==> src/rtl/ws_ratio_pkg.sv <==
package ws_ratio_pkg;

   localparam int RATIO_COUNT = 6;
   localparam int CODE_W      = 3;
   localparam int LARGEST_NOM = 768;

   typedef logic [CODE_W-1:0] ratio_code_t;

   localparam ratio_code_t CODE_NONE = '0;

   // Nominal cycles per word-select period for slot idx; code is idx+1.
   function automatic int nominal(int idx);
      case (idx)
         0:       return 128;
         1:       return 192;
         2:       return 256;
         3:       return 384;
         4:       return 512;
         5:       return 768;
         default: return 0;
      endcase
   endfunction

   // Slots that remain permitted when the low-sample-rate mode is set.
   function automatic bit low_rate_ok(int idx);
      return idx >= 2;
   endfunction

endpackage

==> src/rtl/ws_ratio_sync.sv <==
module ws_ratio_sync #(
   parameter int STAGES = 2
) (
   input  logic clk,
   input  logic rst_n,
   input  logic ws_async,
   output logic rise_o
);

   // pipe[0..STAGES-1] synchronise; pipe[STAGES] is the edge-history flop.
   logic [STAGES:0] pipe;

   for (genvar g = 0; g <= STAGES; g++) begin : g_stage
      if (g == 0) begin : g_first
         always_ff @(posedge clk) begin
            if (!rst_n) pipe[g] <= 1'b0;
            else        pipe[g] <= ws_async;
         end
      end else begin : g_next
         always_ff @(posedge clk) begin
            if (!rst_n) pipe[g] <= 1'b0;
            else        pipe[g] <= pipe[g-1];
         end
      end
   end

   assign rise_o = pipe[STAGES-1] & ~pipe[STAGES];

endmodule

==> src/rtl/ws_ratio_period.sv <==
module ws_ratio_period #(
   parameter int TIMEOUT = 1024,
   parameter int CNT_W   = $clog2(TIMEOUT + 1)
) (
   input  logic             clk,
   input  logic             rst_n,
   input  logic             rise_i,
   output logic             meas_stb_o,
   output logic             tmo_stb_o,
   output logic [CNT_W-1:0] period_o
);

   localparam logic [CNT_W-1:0] CNT_LIMIT = CNT_W'(TIMEOUT);
   localparam logic [CNT_W-1:0] CNT_LAST  = CNT_W'(TIMEOUT - 1);
   localparam logic [CNT_W-1:0] CNT_ONE   = CNT_W'(1);

   logic [CNT_W-1:0] cnt_q;
   logic             armed_q;

   always_ff @(posedge clk) begin
      if (!rst_n) begin
         cnt_q   <= '0;
         armed_q <= 1'b0;
      end else if (rise_i) begin
         cnt_q   <= CNT_ONE;
         armed_q <= 1'b1;
      end else if (cnt_q == CNT_LAST) begin
         cnt_q   <= CNT_LIMIT;
         armed_q <= 1'b0;
      end else if (cnt_q != CNT_LIMIT) begin
         cnt_q   <= cnt_q + CNT_ONE;
      end
   end

   assign meas_stb_o = rise_i & armed_q;
   assign tmo_stb_o  = ~rise_i & (cnt_q == CNT_LAST);
   assign period_o   = cnt_q;

endmodule

==> src/rtl/ws_ratio_classify.sv <==
module ws_ratio_classify
   import ws_ratio_pkg::*;
#(
   parameter int TOL   = 2,
   parameter int CNT_W = 11
) (
   input  logic [CNT_W-1:0] period_i,
   input  logic             low_rate_i,
   output ratio_code_t      code_o
);

   logic [RATIO_COUNT-1:0] hit;

   for (genvar g = 0; g < RATIO_COUNT; g++) begin : g_slot
      localparam int LO = nominal(g) - TOL;
      localparam int HI = nominal(g) + TOL;
      logic in_window;
      logic permitted;
      assign in_window = (32'(period_i) >= LO) && (32'(period_i) <= HI);
      assign permitted = low_rate_ok(g) || !low_rate_i;
      assign hit[g]    = in_window && permitted;
   end

   always_comb begin
      code_o = CODE_NONE;
      for (int i = 0; i < RATIO_COUNT; i++) begin
         if (hit[i]) code_o = CODE_W'(i + 1);
      end
   end

endmodule

==> src/rtl/ws_ratio_lock.sv <==
module ws_ratio_lock
   import ws_ratio_pkg::*;
#(
   parameter int LOCK_COUNT = 3,
   parameter int RUN_W      = $clog2(LOCK_COUNT + 1)
) (
   input  logic        clk,
   input  logic        rst_n,
   input  logic        meas_stb_i,
   input  logic        tmo_stb_i,
   input  ratio_code_t code_i,
   output ratio_code_t code_o,
   output logic        valid_o,
   output logic        err_o
);

   localparam logic [RUN_W-1:0] RUN_MAX = RUN_W'(LOCK_COUNT);
   localparam logic [RUN_W-1:0] RUN_ONE = RUN_W'(1);

   ratio_code_t      last_q;
   logic [RUN_W-1:0] run_q;
   logic             err_q;

   always_ff @(posedge clk) begin
      if (!rst_n) begin
         last_q <= CODE_NONE;
         run_q  <= '0;
         err_q  <= 1'b0;
      end else if (tmo_stb_i) begin
         last_q <= CODE_NONE;
         run_q  <= '0;
         err_q  <= 1'b1;
      end else if (meas_stb_i) begin
         last_q <= code_i;
         if (code_i == CODE_NONE) begin
            run_q <= '0;
            err_q <= 1'b1;
         end else begin
            err_q <= 1'b0;
            if (code_i == last_q && run_q != '0)
               run_q <= (run_q == RUN_MAX) ? RUN_MAX : run_q + RUN_ONE;
            else
               run_q <= RUN_ONE;
         end
      end
   end

   assign valid_o = (run_q == RUN_MAX);
   assign code_o  = valid_o ? last_q : CODE_NONE;
   assign err_o   = err_q;

endmodule

==> src/rtl/ws_ratio_detect.sv <==
module ws_ratio_detect
   import ws_ratio_pkg::*;
#(
   parameter int TOL         = 2,
   parameter int TIMEOUT     = 1024,
   parameter int LOCK_COUNT  = 3,
   parameter int SYNC_STAGES = 2
) (
   input  logic              clk,
   input  logic              rst_n,
   input  logic              ws_async,
   input  logic              low_rate_mode,
   output logic [CODE_W-1:0] ratio_code,
   output logic              ratio_valid,
   output logic              ratio_err
);

   localparam int CNT_W = $clog2(TIMEOUT + 1);
   localparam int RUN_W = $clog2(LOCK_COUNT + 1);

   if (SYNC_STAGES < 2) begin : g_bad_sync
      $fatal(1, "SYNC_STAGES must be at least 2");
   end
   if (TIMEOUT <= LARGEST_NOM + TOL) begin : g_bad_tmo
      $fatal(1, "TIMEOUT must exceed the largest nominal period plus TOL");
   end
   if (LOCK_COUNT < 1) begin : g_bad_lock
      $fatal(1, "LOCK_COUNT must be at least 1");
   end
   if (TOL < 0 || 2 * TOL >= 64) begin : g_bad_tol
      $fatal(1, "TOL must keep the ratio windows apart");
   end

   logic             ws_rise;
   logic             meas_stb;
   logic             tmo_stb;
   logic [CNT_W-1:0] period;
   ratio_code_t      period_code;
   ratio_code_t      locked_code;

   ws_ratio_sync #(.STAGES(SYNC_STAGES)) u_sync (
      .clk      (clk),
      .rst_n    (rst_n),
      .ws_async (ws_async),
      .rise_o   (ws_rise)
   );

   ws_ratio_period #(.TIMEOUT(TIMEOUT), .CNT_W(CNT_W)) u_period (
      .clk        (clk),
      .rst_n      (rst_n),
      .rise_i     (ws_rise),
      .meas_stb_o (meas_stb),
      .tmo_stb_o  (tmo_stb),
      .period_o   (period)
   );

   ws_ratio_classify #(.TOL(TOL), .CNT_W(CNT_W)) u_class (
      .period_i   (period),
      .low_rate_i (low_rate_mode),
      .code_o     (period_code)
   );

   ws_ratio_lock #(.LOCK_COUNT(LOCK_COUNT), .RUN_W(RUN_W)) u_lock (
      .clk        (clk),
      .rst_n      (rst_n),
      .meas_stb_i (meas_stb),
      .tmo_stb_i  (tmo_stb),
      .code_i     (period_code),
      .code_o     (locked_code),
      .valid_o    (ratio_valid),
      .err_o      (ratio_err)
   );

   assign ratio_code = locked_code;

endmodule

==> config.mk <==
export PLATFORM = sky130hd
export DESIGN_NAME = ws_ratio_detect
export DESIGN_NICKNAME = d
export VERILOG_FILES = /design/src/rtl/ws_ratio_pkg.sv /design/src/rtl/ws_ratio_sync.sv /design/src/rtl/ws_ratio_period.sv /design/src/rtl/ws_ratio_classify.sv /design/src/rtl/ws_ratio_lock.sv /design/src/rtl/ws_ratio_detect.sv
export SDC_FILE = /design/constraint.sdc
export NUM_CORES = 1
export LEC_CHECK = 0
export ABC_CLOCK_PERIOD_IN_PS = 4600
export BUFFER_PORTS_ARGS = -buffer_cell sky130_fd_sc_hd__buf_2
export CORE_UTILIZATION = 40
export CTS_CLUSTER_DIAMETER = 150
export DETAILED_ROUTE_END_ITERATION = 8
export PLACE_DENSITY = 0.6
export SLEW_MARGIN = 40
export SYNTH_ARGS = -nofsm -noshare
export SYNTH_HDL_FRONTEND = slang
export SYNTH_SLANG_ARGS = --single-unit
==> constraint.sdc <==
create_clock -name clk -period 4.6 [get_ports clk]
set_input_delay 0.46 -clock clk [delete_from_list [all_inputs] [get_ports clk]]
set_output_delay 0.46 -clock clk [all_outputs]
set_load 0.01 [all_outputs]
---- Yosys cells after proc, flatten, opt, wreduce, memory -nomap -nowiden ----
Index checks and enable logic that the tools add are counted.
operators by class
  multiplexer cells ....................... 18
  add/sub/neg operators ................... 2
  reduce and logical (&&, ||, !) cells .... 19
  $lt $le $gt $ge ......................... 12
  bitwise operators ....................... 6
  equal/unequal tests ..................... 4
operator list
  kind                                                              number
  >= comparator 11 x 8 -> 1 bit, second input constant              2
  >= comparator 11 x 9 -> 1 bit, second input constant              2
  less-or-equal comparator 11 x 10 -> 1 bit, second input constant  2
  less-or-equal comparator 11 x 8 -> 1 bit, second input constant   2
  less-or-equal comparator 11 x 9 -> 1 bit, second input constant   2
  2-to-1 mux 11 bit                                                 2
  2-to-1 mux 3 bit                                                  6
  adder 11 x 1 -> 11 bit, second input constant                     1
  == test 11 x 10 -> 1 bit, second input constant                   1
  >= comparator 11 x 10 -> 1 bit, second input constant             1
  >= comparator 11 x 7 -> 1 bit, second input constant              1
  inequality test 11 bit, second input constant                     1
  logical AND 1 bit                                                 9
  nonzero test 2 bit                                                4
  2-to-1 mux 1 bit                                                  7
  2-to-1 mux 2 bit                                                  3
  OR reduction 2 bit                                                2
  AND 1 bit                                                         3
  == test 3 bit                                                     1
  logical NOT 3 bit                                                 1
  inverter 1 bit                                                    3
  nonzero test 3 bit                                                1
  OR reduction 3 bit                                                1
  adder 2 x 1 -> 2 bit, second input constant                       1
  other kinds (2)                                                   2
word-level totals
  input port bits ......................... 4
  output and inout bits ................... 5
  bits in registers ....................... 21
  word-level logic and storage cells ...... 71

---- Logic depth before layout (Yosys ltp) ----
Gate-level depths: netlist of the first run.
  depth in word-level cells ............... 13
  depth in mapped cells ................... 9
  depth with buffers taken out ............ 9

---- Hierarchy ----
Synthesis of the first run repeated with hierarchy kept, for this count alone.
second synthesis, totals
  cells, all modules ...................... 140
  area, all modules ....................... 1,258.7 µm²
by module, submodules not included
  module             sequential area each (µm²)  cells an instance  instances  area an instance (µm²)
  ws_ratio_period    240.2                       72                 1          664.4
  ws_ratio_lock      120.1                       32                 1          305.3
  ws_ratio_classify  0.0                         29                 1          196.4
  ws_ratio_sync      60.1                        7                  1          92.6

---- Worst setup path before layout of the first run ----
OpenSTA, ideal clock, no wires.
  path type ............................... reg-to-reg
  start ................................... reg u_period.cnt_q[5], in the netlist u_period.period_o[5]
  end ..................................... reg u_lock.run_q[1]
  required time ........................... 4.465 ns
  data arrival time ....................... 2.094 ns
  cell stages (with the launch flop) ...... 9
  period minus slack after synthesis ...... 2.229 ns
  library setup time ...................... 0.135 ns
  path buffers ............................ 0
  slack ................................... 2.371 ns
  cell sequence ........................... dfxtp_1 or4_4 or4b_4 a21oi_4 nor3b_1 a21oi_1 o31ai_1 a31oi_1 nor3_1
on the way
  word-level cells in the longest chain between the ends .. 13
  elaborated cells between the ends (all ways) .. 34
  those cells by class .................... 12 x order compare; 2 x eq/ne; 8 x mux; 1 x bitwise; 11 x reduce/logical
RTL lines
  what                                                                                       RTL line                 source
  start: declaration                                                                         ws_ratio_period.sv:17    logic [CNT_W-1:0] cnt_q;
  start signal: assignment                                                                   ws_ratio_period.sv:31    cnt_q <= cnt_q + CNT_ONE;
  >= comparator 11 x 7 -> 1 bit or less-or-equal comparator 11 x 8 -> 1 bit (tied branches)  ws_ratio_classify.sv:19  assign in_window = (32'(period_i) >= LO) && (32'(period_i) <= HI);
  logical AND 1 bit                                                                          ws_ratio_classify.sv:19
  logical AND 1 bit                                                                          ws_ratio_classify.sv:21  assign hit[g] = in_window && permitted;
  2-to-1 mux 1 bit                                                                           ws_ratio_classify.sv:27  if (hit[i]) code_o = CODE_W'(i + 1);
  2-to-1 mux 3 bit (5 in series)                                                             ws_ratio_classify.sv:27
  == test 3 bit                                                                              ws_ratio_lock.sv:40      if (code_i == last_q && run_q != '0)
  logical AND 1 bit                                                                          ws_ratio_lock.sv:40
  2-to-1 mux 2 bit                                                                           ws_ratio_lock.sv:40
  2-to-1 mux 2 bit                                                                           ws_ratio_lock.sv:35      if (code_i == CODE_NONE) begin
  end signal: assignment                                                                     ws_ratio_lock.sv:41      run_q <= (run_q == RUN_MAX) ? RUN_MAX : run_q + RUN_ONE;
  end: declaration                                                                           ws_ratio_lock.sv:21      logic [RUN_W-1:0] run_q;
Several ways; a longest one is shown, not always the timed one.
A chain may end at the register's enable or synchronous reset.

---- Worst setup path in the final report of the first run ----
  start ................................... reg u_period.cnt_q[0], in the netlist u_period.period_o[0]
  end ..................................... reg u_lock.run_q[1]
The elaborated chain is that of the path after synthesis.

==> run_results.csv, run 1 <==
group,metric,value,unit
outcome,status,"finished, final reports clean",
sta,setup_tns,0,ns
grt,via_count_of_the_first_global_routing_pass,949,
floorplanning,std_cell_rows,19,
worst_setup_path,rr_endpoint,"u_lock.run_q[1]$_SDFFE_PP0P_",
layout,area_delta_synth_final,6.12,%
worst_setup_path,arrival,2.77,ns
sta,timing.final.crit_period,2.54,ns
floorplanning,die_height,56.5,um
synth,post_synth_mux_area_share,0.844,%
power_and_ir_drop,power.density_cell_area,243,nW/um2
worst_setup_path,critPathLaunchType,"flip-flop",
worst_setup_path,worstSetupPathType,"reg -> reg",
sta,final_report_setup_violation_count,0,
worst_setup_path,path_cells,"inv_1, ha_1, o2111ai_1, a21oi_1, o311a_2, or2_2, o31ai_1, a31oi_1, nor3_1",
synth,synth_top_cells_by_area,"sky130_fd_sc_hd__dfxtp_1 (35%), sky130_fd_sc_hd__nor2_1 (6.6%), sky130_fd_sc_hd__a21oi_1 (4.6%), sky130_fd_sc_hd__xor2_1 (4.4%), sky130_fd_sc_hd__nor3_1 (3.8%)",
floorplanning,pin_count,9,
grt,globalRouteTotalUtil,16.6,%
sta,final.setup.worst_slack,2.06,ns
run,drv.max_cap_violation_count,0,
sta,final-hold-violation-count,0,
synth,synth-edff-count,0,
worst_setup_path,regToRegSetupSlack,2.06,ns
sta,clock-skew-final,0.00983,ns
grt,gr-total-overflow,0,
cts,clock_latency_reported_for_the_late_side_of_the_worst_skew_pair,0.31,ns
synth,fraction_of_the_mapped_netlist_area_in_compound_gates,14.0,%
cts,cts_hold_repair.buffers,0,
worst_setup_path,timing.critical_path.slowest_cell_delay,0.51,ns
worst_setup_path,reg2reg_from,"u_period.period_o[0]$_SDFFE_PN0P_",
cts,clock_tree.root_cell,"sky130_fd_sc_hd__clkbuf_4",
cts,cts.path.max_buffers,2,
cts,post_cts_resize_count,0,
synth,number_of_standard_cells_after_synthesis,145,
detailed_routing,viasPerCell,5.67,
sta,worst-slew-pin-transition,0.652,ns
layout,num_antenna_cells,0,
cts,cts.sink_count,21,
layout,num-nets-final,159,
floorplanning,floorplan.die.width,56.5,um
worst_setup_path,worstPathMaxFanout,7,
placement,portBuffers,8,
synth,post_synth_num_cell_types,41,
synth,synth_top_family_by_area,"simple AND/OR/NAND/NOR gates",
grt,grt_max_degree,13,
detailed_routing,dr_total_vias,1032,
worst_setup_path,r2r_cells,9,
detailed_routing,wl_met2,1.04,mm
detailed_routing,drt_iter0_drc,59,
detailed_routing,routedLengthMet1,1.24,mm
worst_setup_path,timing.critical_path.to_type,"flip-flop",
cts,cts_htree_levels,1,
detailed_routing,drt_wl_total,2.36,mm
detailed_routing,wire_length_on_met3,69,um
synth,synth_largest_area_cell,"sky130_fd_sc_hd__dfxtp_1",
min_path,whs_path_cells,2,
detailed_routing,postRouteAntennaNets,0,
power_and_ir_drop,ir_drop,234,uV
synth,yosys_warnings,0,
min_path,holdCritStartpoint,"ws_async",
synth,synth.yosys.seq_area_share,35.4,%
placement,place_ws,2.10,ns
floorplanning,core-area,2780,um2
synth,post_synth_fa_ha_maj_area_fraction,3.16,%
sta,fmax,393,MHz
detailed_routing,drcViolationCount,0,
placement,place.detailed.hpwl,1.74,mm
synth,syn_nets,152,
grt,grt_pass1_wl,4.22,mm
synth,synth_xor_xnor_area_share,7.38,%
grt,initial_antenna_violation_count,0,
detailed_routing,wl_per_cell,13.0,um
floorplanning,starting_density_of_the_core,42.6,%
floorplanning,die-area,3190,um2
synth,postSynthRegisterBits,21,
min_path,min_to,"u_sync.pipe[0]$_SDFF_PN0_",
synth,synth_simple_gate_area_share,34.2,%
synth,ys_async_sr_fraction,0,%
synth,synthesis.area,1190,um2
min_path,timing.hold.worst.class,"in -> reg",
synth,synth_ff_type,"sky130_fd_sc_hd__dfxtp_1",
detailed_routing,top_metal_used,"met4",
cts,post-cts-setup-buffers,0,
power_and_ir_drop,p_leak,0.000496,uW
layout,post_route_cells_drive_above_1_share,15.9,%
worst_setup_path,slowest_stage,"sky130_fd_sc_hd__dfxtp_1",
placement,gp_congestion,0.888,
worst_setup_path,critPathRequiredTime,4.83,ns
synth,synth.top_cell.area_share,35.4,%
detailed_routing,drtPass1Iterations,4,
sta,period_share,55.2,%
sta,rsz0062_at_grt,"false",
power_and_ir_drop,report.power.total,306,uW
cts,clock_tree_from_tritoncts,"built",
sta,final_max_slew_viol_count,0,
sta,timing.slew.headroom,56.2,%
cts,cts-buffers-inserted,3,
synth,avgSynthCellArea,8.18,um2
cts,clk_transition_reported_paths,0.13,ns
logic make-up after synthesis:
kind of cell	count (synthesis)
AO/OA/AOI/OAI	24
XOR/XNOR	10
adder cells (fa/ha/maj)	3
buffers and inverters	11
flip-flops	21
multiplexers	1
AND/OR/NAND/NOR	75
through the flow:
stage	std cells	instance area (um2)	util, %	hold slack, ns
floorplan	145	1190	-	0.412
global placement	178	1220	44.0	0.419
detailed placement	178	1230	44.3	0.429
CTS	182	1260	45.3	0.358
global route	182	1260	45.3	0.343
finish	182	1260	45.3	0.364
where the power goes:
part / internal [uW] / total (uW) / switching [uW] / leakage (uW)
clock network: 32.4 / 93.1 / 60.7 / 0.0000177
logic: 8.36 / 20.0 / 11.7 / 0.000307
registers: 186 / 192 / 6.54 / 0.000170
total: 227 / 306 / 78.9 / 0.000496
state kept, by name, summed over array words and instances, names as in the netlist:
| signal | count |
|---|---|
| u_period.period_o | 11 |
| u_lock.last_q | 3 |
| u_sync.pipe | 3 |
| u_lock.run_q | 2 |
| u_lock.err_o | 1 |
| u_period.armed_q | 1 |
Yosys cell counts (2+ instances only):
library cell / instances
sky130_fd_sc_hd__dfxtp_1: 21
sky130_fd_sc_hd__nor2_1: 21
sky130_fd_sc_hd__a21oi_1: 11
sky130_fd_sc_hd__nor3_1: 9
sky130_fd_sc_hd__nand2_1: 8
sky130_fd_sc_hd__nand3_1: 7
sky130_fd_sc_hd__xor2_1: 6
sky130_fd_sc_hd__and2_1: 5
sky130_fd_sc_hd__inv_1: 5
sky130_fd_sc_hd__and3_1: 4
sky130_fd_sc_hd__nand4_1: 4
sky130_fd_sc_hd__xnor2_1: 4
sky130_fd_sc_hd__clkbuf_1: 3
sky130_fd_sc_hd__ha_1: 3
sky130_fd_sc_hd__nor4_1: 3
sky130_fd_sc_hd__a211o_2: 2
sky130_fd_sc_hd__buf_4: 2
sky130_fd_sc_hd__nor2b_1: 2
sky130_fd_sc_hd__nor3b_1: 2
sky130_fd_sc_hd__o21ai_0: 2
layout by cell type, fill, tap and decap left out, types with 4 or more instances in the layout:
| cell type | instances |
|---|---|
| sky130_fd_sc_hd__nor2_1 | 21 |
| sky130_fd_sc_hd__buf_2 | 8 |
| sky130_fd_sc_hd__a21oi_1 | 11 |
| sky130_fd_sc_hd__inv_1 | 5 |
| sky130_fd_sc_hd__nand4_1 | 4 |
| sky130_fd_sc_hd__xor2_1 | 6 |
| sky130_fd_sc_hd__nand3_1 | 7 |
| sky130_fd_sc_hd__nor3_1 | 9 |
| sky130_fd_sc_hd__xnor2_1 | 4 |
| sky130_fd_sc_hd__dfxtp_1 | 21 |
| sky130_fd_sc_hd__nand2_1 | 8 |
| sky130_fd_sc_hd__and2_1 | 5 |
| sky130_fd_sc_hd__and3_1 | 4 |
area by class of cell:
type                       instances  area (um2)
tap                               31        38.8
clock buffer                       3        22.5
inverter                           5        18.8
clock inverter                     1        5.00
multi-input combinational        113         713
timing repair buffer               8        40.0
fill                             276        1520
sequential                        21         420
critical path, delay by kind of cell, from the launching register on:
family                     cells  cell delay, ns
and+or+nand+nor                2            0.49
AOI/OAI and AO/OA              5            1.11
buffers and inverters          1            0.14
DFF                            1            0.51
adders and majority gates      1            0.21
worst max path at each step:
stage                                                  from                      endpoint  cells after the start  slack (ns)
after global routing      u_period.period_o[0]$_SDFFE_PN0P_  u_lock.run_q[1]$_SDFFE_PP0P_                      9        1.90
final                     u_period.period_o[0]$_SDFFE_PN0P_  u_lock.run_q[1]$_SDFFE_PP0P_                      9        2.06
after global placement    u_period.period_o[0]$_SDFFE_PN0P_  u_lock.run_q[0]$_SDFFE_PP0P_                      9        2.12
after floorplan           u_period.period_o[5]$_SDFFE_PP0P_  u_lock.run_q[1]$_SDFFE_PP0P_                      8        2.37
after CTS                 u_period.period_o[0]$_SDFFE_PN0P_  u_lock.run_q[1]$_SDFFE_PP0P_                      9        2.07
after detailed placement  u_period.period_o[0]$_SDFFE_PN0P_  u_lock.run_q[1]$_SDFFE_PP0P_                      9        2.10
metal layers:
layer	vias up	global-route usage [%]
met4	0	5.92
li1	531	-
met3	2	3.46
met1	488	24.4
met5	-	0
met2	11	23.7
(Power assumes the default switching activity.)
==> inputs of run 2 (changes only) <==
--- a/config.mk
+++ b/config.mk
@@ -5,7 +5,7 @@
 export SDC_FILE = /design/constraint.sdc
 export NUM_CORES = 1
 export LEC_CHECK = 0
-export ABC_CLOCK_PERIOD_IN_PS = 4600
+export ABC_CLOCK_PERIOD_IN_PS = 2400
 export BUFFER_PORTS_ARGS = -buffer_cell sky130_fd_sc_hd__buf_2
 export CORE_UTILIZATION = 40
 export CTS_CLUSTER_DIAMETER = 150
==> constraint.sdc (replaced) <==
create_clock -name clk -period 2.4 [get_ports clk]
set_input_delay 0.24 -clock clk [delete_from_list [all_inputs] [get_ports clk]]
set_output_delay 0.24 -clock clk [all_outputs]
set_load 0.01 [all_outputs]
==> run_results.csv, run 2 (synthesized netlist as in run 1, its figures left out) <==
group,metric,value,unit
outcome,status,"finished, final reports clean",
placement,portBuffers,8,
layout,utilization,48.6,%
layout,instances_no_fill,191,
worst_setup_path,critPathRequiredTime,2.65,ns
power_and_ir_drop,power.density_cell_area,436,nW/um2
cts,clock_tree.root_cell,"sky130_fd_sc_hd__clkbuf_4",
sta,final_report_setup_violation_count,0,
layout,layout.cells.most_common,"sky130_fd_sc_hd__nor2_1",
floorplanning,starting_density_of_the_core,42.6,%
layout,filler_cell_count,285,
sta,period_share,98.1,%
detailed_routing,drtPass1Iterations,4,
floorplanning,floorplan.die.width,56.5,um
grt,grt_max_degree,13,
sta,final_max_slew_viol_count,0,
grt,globalRouteTotalUtil,16.9,%
cts,clk_transition_reported_paths,0.12,ns
detailed_routing,drt_iter0_drc,25,
worst_setup_path,reg2reg_from,"u_period.period_o[2]$_SDFFE_PP0P_",
layout,num-nets-final,168,
layout,post_route_cells_drive_above_1_share,24.4,%
worst_setup_path,timing.critical_path.to_type,"flip-flop",
worst_setup_path,regToRegSetupSlack,0.05,ns
cts,clock_latency_reported_for_the_late_side_of_the_worst_skew_pair,0.30,ns
power_and_ir_drop,ir_drop,325,uV
grt,gr-total-overflow,0,
sta,timing.final.crit_period,2.35,ns
cts,cts-buffers-inserted,3,
worst_setup_path,arrival,2.60,ns
layout,largest_register_ffs,11,
worst_setup_path,critical_path.most_common_cell,"sky130_fd_sc_hd__a21oi_2",
floorplanning,pin_count,9,
worst_setup_path,r2r_cells,8,
detailed_routing,drcViolationCount,0,
grt,initial_antenna_violation_count,0,
cts,clock_tree_from_tritoncts,"built",
worst_setup_path,rr_endpoint,"u_lock.run_q[0]$_SDFFE_PP0P_",
layout,seq_area,425,um2
worst_setup_path,critPathLaunchType,"flip-flop",
floorplanning,core-area,2780,um2
cts,cts.path.max_buffers,2,
worst_setup_path,slowest_stage,"sky130_fd_sc_hd__or4_4",
min_path,timing.hold.worst.class,"in -> reg",
floorplanning,std_cell_rows,19,
cts,cts_htree_levels,1,
detailed_routing,postRouteAntennaNets,0,
worst_setup_path,timing.critical_path.slowest_cell_delay,0.57,ns
layout,num_antenna_cells,0,
placement,numPlacedInstances,184,
placement,place.detailed.hpwl,1.87,mm
cts,cts_hold_repair.buffers,0,
worst_setup_path,critPathLaunch,"u_period.period_o[2]$_SDFFE_PP0P_",
sta,fmax,425,MHz
detailed_routing,dr_total_vias,1079,
sta,timing.slew.headroom,72.2,%
worst_setup_path,path_cells,"or4_4, or4b_4, a21oi_4, nor3b_1, a21oi_2, o31ai_4, a31o_1, a21oi_2",
layout,area_delta_synth_final,14.0,%
worst_setup_path,worstPathMaxFanout,6,
run,drv.max_cap_violation_count,0,
layout,most-common-layout-cells,"sky130_fd_sc_hd__nor2_1 (21), sky130_fd_sc_hd__dfxtp_1 (19), sky130_fd_sc_hd__nor3_1 (9), sky130_fd_sc_hd__a21oi_1 (9), sky130_fd_sc_hd__buf_4 (9)",
cts,cts.sink_count,21,
detailed_routing,drt_wl_total,2.58,mm
power_and_ir_drop,p_leak,0.000548,uW
worst_setup_path,worst_setup_endpoint,"u_lock.run_q[0]$_SDFFE_PP0P_",
detailed_routing,viasPerCell,5.65,
placement,gp_congestion,0.890,
grt,via_count_of_the_first_global_routing_pass,952,
worst_setup_path,worstSetupPathType,"reg -> reg",
grt,grt_pass1_wl,4.30,mm
floorplanning,die_height,56.5,um
sta,worst-slew-pin-transition,0.414,ns
floorplanning,die-area,3190,um2
layout,area_used_by_multi_input_combinational_logic,734,um2
sta,clock-skew-final,0.00388,ns
sta,holdWs,0.136,ns
detailed_routing,wl_per_cell,13.5,um
sta,final-hold-violation-count,0,
[run 2: cell types whose count changed in the layout (fill, tap and decap cells not counted), moves of 2 or more]
cell                      change
sky130_fd_sc_hd__a21oi_1      -2
sky130_fd_sc_hd__a21oi_2      +2
sky130_fd_sc_hd__buf_4        +9
sky130_fd_sc_hd__dfxtp_1      -2
[run 2: worst max-delay path, delay by kind of cell (launching register included)]
family / cells / cell delay, ns
DFF: 1 / 0.38
and+or+nand+nor: 3 / 1.17
AOI/OAI and AO/OA: 5 / 0.75
[run 2: through the flow]
step	power (uW)	cell area, um2	worst slack [ns]	setup TNS (ns)
floorplan	405	1190	0.171	0
global placement	420	1270	0.105	0
detailed placement	422	1270	0.0213	0
CTS	594	1300	0.0214	0
global route	622	1350	-0.0321	-0.0321
finish	590	1350	0.0453	0
[run 2: cell type report]
class	count	area share (%)
multi-input cells	113	54.3
inverters	5	1.39
clock buffers	3	1.67
repair buffers	17	7.96
clock inverters	1	0.370
flip-flops and latches	21	31.5
well taps	31	2.87
[run 2: worst min path at each step]
stage	end	cells past startpoint	slack [ns]	startpoint
finish	u_sync.pipe[0]$_SDFF_PN0_	2	0.14	ws_async
global route	u_sync.pipe[0]$_SDFF_PN0_	2	0.13	ws_async
CTS	u_sync.pipe[0]$_SDFF_PN0_	2	0.13	ws_async
detailed placement	u_sync.pipe[1]$_SDFF_PN0_	1	0.42	u_sync.pipe[0]$_SDFF_PN0_
global placement	u_sync.pipe[1]$_SDFF_PN0_	1	0.42	u_sync.pipe[0]$_SDFF_PN0_
floorplan	u_sync.pipe[0]$_SDFF_PN0_	1	0.36	rst_n
[run 2: layer usage]
metal  wire length, um  track usage [%]
met4                18             4.18
met1              1250             24.0
met2              1220             26.6
met5                 0                0
met3                90             2.76
[run 2: where the power goes]
group | switching (uW) | leakage, uW | internal (uW)
Combinational | 28.6 | 0.000359 | 23.6
Clock | 110 | 0.0000177 | 62.1
Sequential | 9.07 | 0.000172 | 356
Total | 148 | 0.000548 | 442
[run 2: what timing repair did]
item / CTS / global route
pin swaps: 0 / 5
gates cloned: 0 / 0
endpoints found under the setup margin: 1 / 2
setup buffers: 0 / 3
gates resized for setup: 1 / 8
